$ cat src/rtl/lsc_pkg.sv
package lsc_pkg;

   // sequencer states
   typedef enum logic [1:0] {
      ST_RUN    = 2'd0,   // normal operation, drivers follow enable
      ST_FAULT  = 2'd1,   // latched fault, waiting for disable
      ST_CLEAR  = 2'd2,   // disabled, counting toward latch release
      ST_SETTLE = 2'd3    // re-enabled after clear, waiting settle time
   } lsc_state_e;

   function automatic int lsc_max(input int a, input int b);
      return (a > b) ? a : b;
   endfunction

endpackage

$ cat src/rtl/lsc_step_drop.sv
module lsc_step_drop #(
   parameter int CODE_W   = 8,
   parameter int DROP_NUM = 2,   // fault when DEN*new < NUM*old
   parameter int DROP_DEN = 3,
   parameter bit CHECK_ON = 1'b1
) (
   input  logic              clk,
   input  logic              rst_n,
   input  logic [CODE_W-1:0] code_i,
   output logic              drop_o
);
   localparam int MULT_W = $clog2(lsc_pkg::lsc_max(DROP_NUM, DROP_DEN) + 1);
   localparam int PROD_W = CODE_W + MULT_W;

   if (CODE_W < 2) begin : g_bad_w
      $error("lsc_step_drop: CODE_W must be at least 2");
   end
   if (DROP_NUM < 1 || DROP_DEN <= DROP_NUM) begin : g_bad_ratio
      $error("lsc_step_drop: need 0 < DROP_NUM < DROP_DEN");
   end

   if (CHECK_ON) begin : g_check
      logic [CODE_W-1:0] prev_q;
      logic [PROD_W-1:0] new_scaled;
      logic [PROD_W-1:0] old_scaled;

      always_ff @(posedge clk or negedge rst_n) begin
         if (!rst_n) prev_q <= '0;
         else        prev_q <= code_i;
      end

      always_comb begin
         new_scaled = PROD_W'(code_i) * PROD_W'(DROP_DEN);
         old_scaled = PROD_W'(prev_q) * PROD_W'(DROP_NUM);
         drop_o     = (new_scaled < old_scaled);
      end

      // a drop report always means the code went down
      a_r3_drop_is_decrease: assert property (@(posedge clk) disable iff (!rst_n)
         drop_o |-> (code_i < prev_q));
   end else begin : g_nocheck
      logic unused_ok;
      assign unused_ok = clk ^ rst_n ^ (^code_i);
      assign drop_o    = 1'b0;
   end

endmodule

$ cat src/rtl/lsc_fault_gate.sv
module lsc_fault_gate #(
   parameter int NUM_SRC = 3
) (
   input  logic               flt_en_i,
   input  logic [NUM_SRC-1:0] src_i,
   output logic               fault_o
);
   if (NUM_SRC < 1) begin : g_bad_src
      $error("lsc_fault_gate: NUM_SRC must be at least 1");
   end

   always_comb fault_o = flt_en_i & (|src_i);

endmodule

$ cat src/rtl/lsc_sequencer.sv
module lsc_sequencer #(
   parameter int RST_CYC    = 10,
   parameter int SETTLE_CYC = 16
) (
   input  logic clk,
   input  logic rst_n,
   input  logic active_i,
   input  logic fault_i,
   output logic drive_o,
   output logic flt_o
);
   import lsc_pkg::*;

   localparam int MAXC = lsc_max(RST_CYC, SETTLE_CYC);
   localparam int CW   = lsc_max($clog2(MAXC + 1), 1);
   localparam logic [CW-1:0] RST_LOAD = CW'(RST_CYC - 1);
   localparam logic [CW-1:0] SET_LOAD = CW'(SETTLE_CYC - 1);

   if (RST_CYC < 1) begin : g_bad_rst
      $error("lsc_sequencer: RST_CYC must be at least 1");
   end
   if (SETTLE_CYC < 1) begin : g_bad_set
      $error("lsc_sequencer: SETTLE_CYC must be at least 1");
   end

   lsc_state_e    st_q, st_n;
   logic [CW-1:0] cnt_q, cnt_n;

   always_comb begin
      st_n  = st_q;
      cnt_n = cnt_q;
      unique case (st_q)
         ST_RUN: begin
            if (fault_i) st_n = ST_FAULT;
         end
         ST_FAULT: begin
            if (!active_i) begin
               st_n  = ST_CLEAR;
               cnt_n = RST_LOAD;
            end
         end
         ST_CLEAR: begin
            if (active_i) begin
               if (cnt_q != '0)  st_n = ST_FAULT;   // pulse too short
               else if (fault_i) st_n = ST_FAULT;   // fault still there
               else begin
                  st_n  = ST_SETTLE;
                  cnt_n = SET_LOAD;
               end
            end else if (cnt_q != '0) begin
               cnt_n = cnt_q - 1'b1;
            end
         end
         ST_SETTLE: begin
            if (fault_i) st_n = ST_FAULT;
            else if (!active_i) begin
               st_n  = ST_CLEAR;
               cnt_n = '0;
            end else if (cnt_q == '0) st_n = ST_RUN;
            else cnt_n = cnt_q - 1'b1;
         end
         default: st_n = ST_FAULT;
      endcase
   end

   always_ff @(posedge clk or negedge rst_n) begin
      if (!rst_n) begin
         st_q  <= ST_RUN;
         cnt_q <= '0;
      end else begin
         st_q  <= st_n;
         cnt_q <= cnt_n;
      end
   end

   always_comb begin
      drive_o = (st_q == ST_RUN) && active_i;
      flt_o   = (st_q == ST_FAULT) || ((st_q == ST_CLEAR) && (cnt_q != '0));
   end

   // a fault in normal operation latches and kills the drivers
   a_r4_fault_latches: assert property (@(posedge clk) disable iff (!rst_n)
      (st_q == ST_RUN && fault_i) |=> (flt_o && !drive_o));

   // while enabled, a latched flag never clears by itself
   a_r7_latch_holds: assert property (@(posedge clk) disable iff (!rst_n)
      (flt_o && active_i) |=> flt_o);

   // the flag only falls after a disabled edge
   a_r6_clear_when_disabled: assert property (@(posedge clk) disable iff (!rst_n)
      $fell(flt_o) |-> $past(!active_i));

   // without a fault source, normal operation keeps the flag low
   a_r5_no_spurious_flag: assert property (@(posedge clk) disable iff (!rst_n)
      (st_q == ST_RUN && !fault_i) |=> !flt_o);

   // drivers only come up through normal operation with enable present
   a_r8_drive_needs_run: assert property (@(posedge clk) disable iff (!rst_n)
      $rose(drive_o) |-> ($past(st_q) == ST_RUN || $past(st_q) == ST_SETTLE));

endmodule

$ cat src/rtl/laser_safety_ctrl.sv
module laser_safety_ctrl #(
   parameter int CODE_W     = 8,
   parameter int RST_CYC    = 10,
   parameter int SETTLE_CYC = 16,
   parameter bit DROP_CHECK = 1'b1
) (
   input  logic              clk,
   input  logic              rst_n,
   input  logic              en_bit,
   input  logic              flt_en,
   input  logic              dis_pin,
   input  logic              mon_ovr,
   input  logic              pd_ovr,
   input  logic [CODE_W-1:0] bias_code,
   output logic              bias_on,
   output logic              mod_on,
   output logic              flt
);
   localparam int NUM_SRC = 3;

   logic               active;
   logic               drop;
   logic               fault_now;
   logic               drive;
   logic [NUM_SRC-1:0] src;

   always_comb active = en_bit & ~dis_pin;
   always_comb src    = {drop, pd_ovr, mon_ovr};

   lsc_step_drop #(
      .CODE_W   (CODE_W),
      .DROP_NUM (2),
      .DROP_DEN (3),
      .CHECK_ON (DROP_CHECK)
   ) u_drop (
      .clk    (clk),
      .rst_n  (rst_n),
      .code_i (bias_code),
      .drop_o (drop)
   );

   lsc_fault_gate #(.NUM_SRC(NUM_SRC)) u_gate (
      .flt_en_i (flt_en),
      .src_i    (src),
      .fault_o  (fault_now)
   );

   lsc_sequencer #(
      .RST_CYC    (RST_CYC),
      .SETTLE_CYC (SETTLE_CYC)
   ) u_seq (
      .clk      (clk),
      .rst_n    (rst_n),
      .active_i (active),
      .fault_i  (fault_now),
      .drive_o  (drive),
      .flt_o    (flt)
   );

   assign bias_on = drive;
   assign mod_on  = drive;

   // drivers never on while disabled by bit or pin
   a_r1_on_needs_enable: assert property (@(posedge clk) disable iff (!rst_n)
      (bias_on || mod_on) |-> (en_bit && !dis_pin));

endmodule

$ cat config.mk
export PLATFORM = sky130hd
export DESIGN_NAME = laser_safety_ctrl
export DESIGN_NICKNAME = d
export VERILOG_FILES = /design/src/rtl/lsc_pkg.sv /design/src/rtl/lsc_step_drop.sv /design/src/rtl/lsc_fault_gate.sv /design/src/rtl/lsc_sequencer.sv /design/src/rtl/laser_safety_ctrl.sv
export SDC_FILE = /design/constraint.sdc
export NUM_CORES = 1
export LEC_CHECK = 0
export BUFFER_PORTS_ARGS = -buffer_cell sky130_fd_sc_hd__buf_2
export CORE_AREA = 2 2 49 51
export CTS_BUF_LIST = sky130_fd_sc_hd__clkbuf_8
export DETAILED_ROUTE_END_ITERATION = 7
export DIE_AREA = 0 0 51 53
export PLACE_DENSITY = 0.82
export SETUP_SLACK_MARGIN = 0.02
export SYNTH_ARGS = -nofsm -noshare
export SYNTH_HDL_FRONTEND = slang
export SYNTH_SLANG_ARGS = --single-unit
export TNS_END_PERCENT = 1
$ cat constraint.sdc
create_clock -name clk -period 3.2 [get_ports clk]
set_input_delay 0 -clock clk [delete_from_list [all_inputs] [get_ports clk]]
set_output_delay 0 -clock clk [all_outputs]
set_load 0.01 [all_outputs]
==> results.json, run 1 <==
{
  "total_power_uw": 879,
  "clock.fmax_mhz": 326,
  "drt_wl_total_mm": 2.68,
  "setup_viol": 0,
  "dp_cells": 183,
  "grt.total_usage": 0.223,
  "layout_commonest_cell": "inv_1",
  "rows": 17,
  "yosys_warnings": 0,
  "synth_top_family_by_area": "compound AO/OA/AOI/OAI gates",
  "cts_tree": "done",
  "slew_headroom": 0.546,
  "ir_worst_vdd_uv": 407,
  "wire_per_inst_um": 13.7,
  "ant_nets": 0,
  "synthToLayoutAreaGrowth_pct": 19.7,
  "clkTransAtPathRegs_ns": 0.07,
  "die_area_mm2": 0.00270,
  "grt_pass1_vias": 1031,
  "tightest_slew_ns": 0.671,
  "synth.top_cell.area_share": 0.294,
  "nets": 201,
  "viasPerCell": 5.64,
  "skew_ns": 0.00503,
  "coreArea_mm2": 0.00215,
  "drc_errors": 0,
  "layout_common_cells": "18 x inv_1, 17 x buf_2, 16 x ha_1, 15 x dfrtp_1, 10 x nor2_1",
  "worst_skew_pair.late_latency_ns": 0.24,
  "initial_core_util": 0.594,
  "grt_pass1_wl_mm": 4.50,
  "yosys.cell_types.count": 43,
  "path_max_fanout": 6,
  "grt_max_degree": 18,
  "die_h_um": 53,
  "crit_path_end_kind": "register",
  "synth_top_area_cell": "dfrtp_1",
  "hold_viol": 0,
  "drt_iter0_drc": 33,
  "dp_hpwl_mm": 1.93,
  "route.vias.total": 1105,
  "grt_overflow_total": 0,
  "grt_antenna_before_repair": 0,
  "fin_crit_ns": 3.06,
  "powerDensity_mw_per_mm2": 576,
  "power_leakage_nw": 0.714,
  "period_share": 0.958,
  "arrival_ns": 3.23,
  "ys_ff_latch": 15,
  "htree_levels": 1,
  "first_pass_iters": 4,
  "layout.cells.non_filler": 196,
  "start_kind": "input port",
  "synthesis.nets": 174,
  "synthTopCellsByArea": "dfrtp_1 29%, ha_1 16%, inv_1 5.0%",
  "root_buffer": "clkbuf_8",
  "io_pins": 18,
  "syn_inst": 142,
  "clock_path_buffers": 2,
  "drive_gt1_frac": 0.185,
  "synth_area_mm2": 0.00128,
  "ys_seq_area_frac": 0.294,
  "final_util": 0.711,
  "holdCritPathClass": "input port to register",
  "clock-sinks": 15,
  "muxShareOfSynthArea": 0,
  "rsz0062_at_grt": "true",
  "synth-compound-area-share": 0.243,
  "yosys.area_share.xor_xnor": 0.0343,
  "port_buffers": 17,
  "final_max_slew_viol_count": 0,
  "drv_cap": 0,
  "crit_type": "input port to register",
  "avgSynthCellArea_um2": 8.99,
  "die_w_um": 51,
  "gp_congestion": 0.886,
  "diodes": 0,
  "cts_buffers": 3,
  "synthAdderAreaFrac": 0.180,
  "status": "completed",
  "cp.required_ns": 3.37,
  "post_cts_buffers": 0,
  "yosys.area_share.simple": 0.180
}
-- area by class of cell --
class / count / area, µm²
tap: 28 / 35.0
fill: 170 / 621
sequential: 15 / 375
inverter: 17 / 63.8
clock buffer: 3 / 41.3
timing repair buffer: 27 / 183
clock inverter: 1 / 3.75
multi-input combinational: 105 / 826
-- cells by family after synthesis --
logic type,Yosys count
AND/OR/NAND/NOR,42
AO/OA/AOI/OAI,40
buffers and inverters,22
adder cells (fa/ha/maj),18
flip-flops,15
XOR/XNOR,5
-- report_power, final --
part	leakage (nW)	switching, mW	internal [mW]
clock	0.0269	0.0675	0.0848
sequential	0.179	0.0726	0.225
combinational	0.508	0.217	0.212
total	0.714	0.357	0.522
-- timing repair --
item                                    4_1_cts  5_1_grt
gates resized for setup                       0        3
endpoints found under the setup margin        0        6
hold buffers                                  9        0
hold endpoints to repair                     23        0
-- layer usage --
metal	routed length [µm]	GRT usage	part of all wire	vias up
met5	0	0	0	-
met4	38	0.0766	0.014	0
met3	90	0.0254	0.034	4
met2	1340	0.409	0.50	29
met1	1210	0.268	0.45	508
li1	-	-	-	564
-- critical path: stages --
cell,delay (ns)
dlygate4sd3_1,0.53
buf_2,0.14
ha_1,0.31
o21a_1,0.12
o31a_1,0.13
o21ai_0,0.16
nand2b_1,0.10
xnor2_1,0.13
ha_1,0.29
a21oi_1,0.17
o22ai_1,0.11
a2111oi_2,0.33
buf_4,0.17
a21boi_2,0.09
or2_4,0.29
a31oi_4,0.15
-- per-stage QoR --
step	hold WS, ns	setup TNS, ns	area (µm²)	worst slack [ns]
final	0.162	0	1530	0.135
after global routing	0.198	-0.0232	1530	-0.0117
after CTS	0.179	0	1520	0.0790
after detailed placement	-0.0673	0	1380	0.0455
after global placement	-0.0713	0	1380	0.0975
after floorplan	-0.296	0	1280	0.229
-- cell usage after synthesis --
cell	count
a2111oi_0	1
a211o_1	1
a211oi_1	1
a21bo_2	1
a21boi_2	2
a21o_1	2
a21oi_1	7
a2bb2oi_1	1
a311oi_1	1
a31o_4	1
a31oi_4	1
a32oi_1	1
and2_1	1
buf_4	1
clkbuf_1	4
dfrtp_1	15
fa_1	1
ha_1	16
inv_1	17
maj3_1	1
nand2_1	6
nand2b_1	4
nand3_1	4
nand4b_1	2
nor2_1	10
nor2b_1	3
nor3_1	7
nor3b_1	1
nor4b_1	2
o211ai_1	1
o211ai_2	1
o21a_1	2
o21ai_0	7
o21ai_1	1
o21bai_1	1
o221ai_1	1
o22ai_1	3
o311a_1	1
o31a_1	1
o41ai_1	1
or2_4	1
or4b_4	1
xnor2_1	5
-- sequential cells by signal, indices dropped and copies added (netlist names) --
signal and count:
u_drop.g_check.prev_q 8, u_seq.cnt_q 5, u_seq.st_q 2
-- final timing paths --
| path | start | to | slack, ns | cells after the start |
|---|---|---|---|---|
| worst max-delay path | bias_code[5] | u_seq.cnt_q[0] | 0.14 | 16 |
| worst min-delay path | mon_ovr | u_seq.st_q[0] | 0.16 | 4 |
| worst max register to register | u_seq.cnt_q[0] | u_seq.cnt_q[0] | 0.70 | 8 |
| worst min register to register | u_seq.cnt_q[1] | u_seq.cnt_q[1] | 0.56 | 2 |
| max in group asynchronous | rst_n | u_drop.g_check.prev_q[2] | 2.74 | 2 |
| min in group asynchronous | rst_n | u_seq.cnt_q[3] | 0.20 | 2 |
(Power assumes the default switching activity.)
==> run 2, diff against run 1 <==
- REMOVE_ABC_BUFFERS: unset -> 1
==> run 2 against run 1 <==
  * Combinational power up 2%
  * Non-clock buffer count unchanged
  * First-iteration DRC count down 39%
  * Sequential cell count unchanged
  * Register-to-register slack better by 0.08 ns
  * Sequential power about the same
  * Clock skew about the same
  * Critical path depth down 1
  * Worst setup slack better by 0.090 ns
  * Sequential share of layout area down 0.57 points
==> results.json, run 2 (same netlist as run 1, synthesis figures left out) <==
{
  "rr_worst_depth": 8,
  "layout_common_cells": "18 x inv_1, 17 x buf_2, 15 x dfrtp_1, 14 x ha_1, 10 x nor2_1",
  "route.vias.total": 1131,
  "status": "completed",
  "viasPerCell": 5.77,
  "first_pass_iters": 4,
  "diodes": 0,
  "coreArea_mm2": 0.00215,
  "ir_worst_vdd_uv": 347,
  "initial_core_util": 0.594,
  "crit-reg2reg-launch": "u_seq.cnt_q[0]",
  "synthToLayoutAreaGrowth_pct": 22.5,
  "holdCritStartpoint": "mon_ovr",
  "worst_skew_pair.late_latency_ns": 0.24,
  "root_buffer": "clkbuf_8",
  "setup_viol": 0,
  "dpl_worst_slack_ns": 0.0519,
  "largest_reg_flops": 8,
  "r2r-end": "u_seq.cnt_q[0]",
  "rsz0062_at_grt": "false",
  "holdPathStages": 4,
  "grt.total_usage": 0.230,
  "fill_cells": 159,
  "clock_path_buffers": 2,
  "powerDensity_mw_per_mm2": 568,
  "grt_antenna_before_repair": 0,
  "htree_levels": 1,
  "nets": 201,
  "holdCritPathClass": "input port to register",
  "rows": 17,
  "die_w_um": 51,
  "slew_headroom": 0.609,
  "clkTransAtPathRegs_ns": 0.06,
  "wire_per_inst_um": 14.1,
  "top_regs": "u_drop.g_check.prev_q: 8 flops, u_seq.cnt_q: 5 flops, u_seq.st_q: 2 flops",
  "die_h_um": 53,
  "skew_ns": 0.00462,
  "hold_viol": 0,
  "dp_cells": 183,
  "drt_wl_total_mm": 2.77,
  "final_max_slew_viol_count": 0,
  "start_kind": "input port",
  "drc_errors": 0,
  "grt_max_degree": 18,
  "dp_hpwl_mm": 1.97,
  "setup_ws_ns": 0.226,
  "post_cts_buffers": 0,
  "fin_crit_ns": 2.97,
  "clock.fmax_mhz": 336,
  "ant_nets": 0,
  "drt_iter0_drc": 20,
  "cts_buffers": 3,
  "port_buffers": 17,
  "die_area_mm2": 0.00270,
  "power_leakage_nw": 0.719,
  "grt_pass1_wl_mm": 4.71,
  "layout_commonest_cell": "inv_1",
  "path_max_fanout": 6,
  "cp.required_ns": 3.37,
  "gp_congestion": 0.893,
  "period_share": 0.930,
  "crit_path_end_kind": "register",
  "grt_pass1_vias": 1137,
  "tightest_slew_ns": 0.586,
  "clock-sinks": 15,
  "setup_tns_ns": 0,
  "r2r_slack_ns": 0.78,
  "crit_type": "input port to register",
  "cts_tree": "done",
  "drv_cap": 0,
  "holdPathEnd": "u_seq.st_q[0]",
  "arrival_ns": 3.14,
  "layout.cells.non_filler": 196,
  "drive_gt1_frac": 0.208,
  "top_register": "u_drop.g_check.prev_q",
  "io_pins": 18,
  "grt_overflow_total": 0,
  "total_power_uw": 888
}
[run 2: cell counts in the layout (fill, tap and decap cells not counted)]
Identical to the previous run, type by type.
[run 2: power breakdown]
part           switching (mW)  internal (mW)
sequential             0.0741          0.225
combinational           0.220          0.218
clock                  0.0662         0.0848
[run 2: final cells by class]
cell class | count | area (µm²) | share of cell area
clock buffers | 3 | 41.3 | 0.0264
clock inverters | 1 | 3.75 | 0.00240
inverters | 17 | 63.8 | 0.0408
multi-input cells | 105 | 862 | 0.551
flip-flops and latches | 15 | 375 | 0.240
well taps | 28 | 35.0 | 0.0224
repair buffers | 27 | 183 | 0.117
[run 2: what timing repair did]
item | CTS | global route
hold endpoints to repair | 23 | 0
hold buffers | 9 | 0
gates resized for setup | 0 | 9
endpoints found under the setup margin | 0 | 7
[run 2: worst max-delay path, cell delays in order]
cell and delay (ns):
dlygate4sd3_1 0.53, buf_2 0.16, ha_4 0.23, nor2b_1 0.13, o21a_1 0.20, o41ai_2 0.27, xnor2_1 0.17, ha_1 0.26
nand3_1 0.11, o22ai_1 0.11, a2111oi_2 0.28, buf_4 0.18, a21boi_2 0.08, or2_4 0.29, a31oi_4 0.15
[run 2: worst max path at each step]
stage / startpoint / endpoint / slack [ns] / depth (start not counted)
final: bias_code[4] / u_seq.cnt_q[0] / 0.23 / 15
after global placement: bias_code[1] / u_seq.cnt_q[0] / 0.11 / 16
after floorplan: bias_code[1] / u_seq.cnt_q[0] / 0.23 / 14
after detailed placement: bias_code[1] / u_seq.cnt_q[0] / 0.05 / 16
after CTS: bias_code[4] / u_seq.cnt_q[0] / 0.03 / 15
after global routing: bias_code[4] / u_seq.cnt_q[2] / 0.02 / 15
[run 2: layer usage]
layer	wire length, µm	vias to the layer above	GRT usage
li1	-	563	-
met3	116	6	0.0254
met1	1180	531	0.272
met4	55	0	0.113
met2	1410	31	0.411
met5	0	-	0
[run 2: stage by stage]
step                      area (µm²)   util  hold slack (ns)
after floorplan                 1250      -           -0.296
after global placement          1380  0.643          -0.0720
after detailed placement        1380  0.643          -0.0696
after CTS                       1520  0.706            0.178
after global routing            1560  0.728            0.215
final                           1560  0.728            0.171
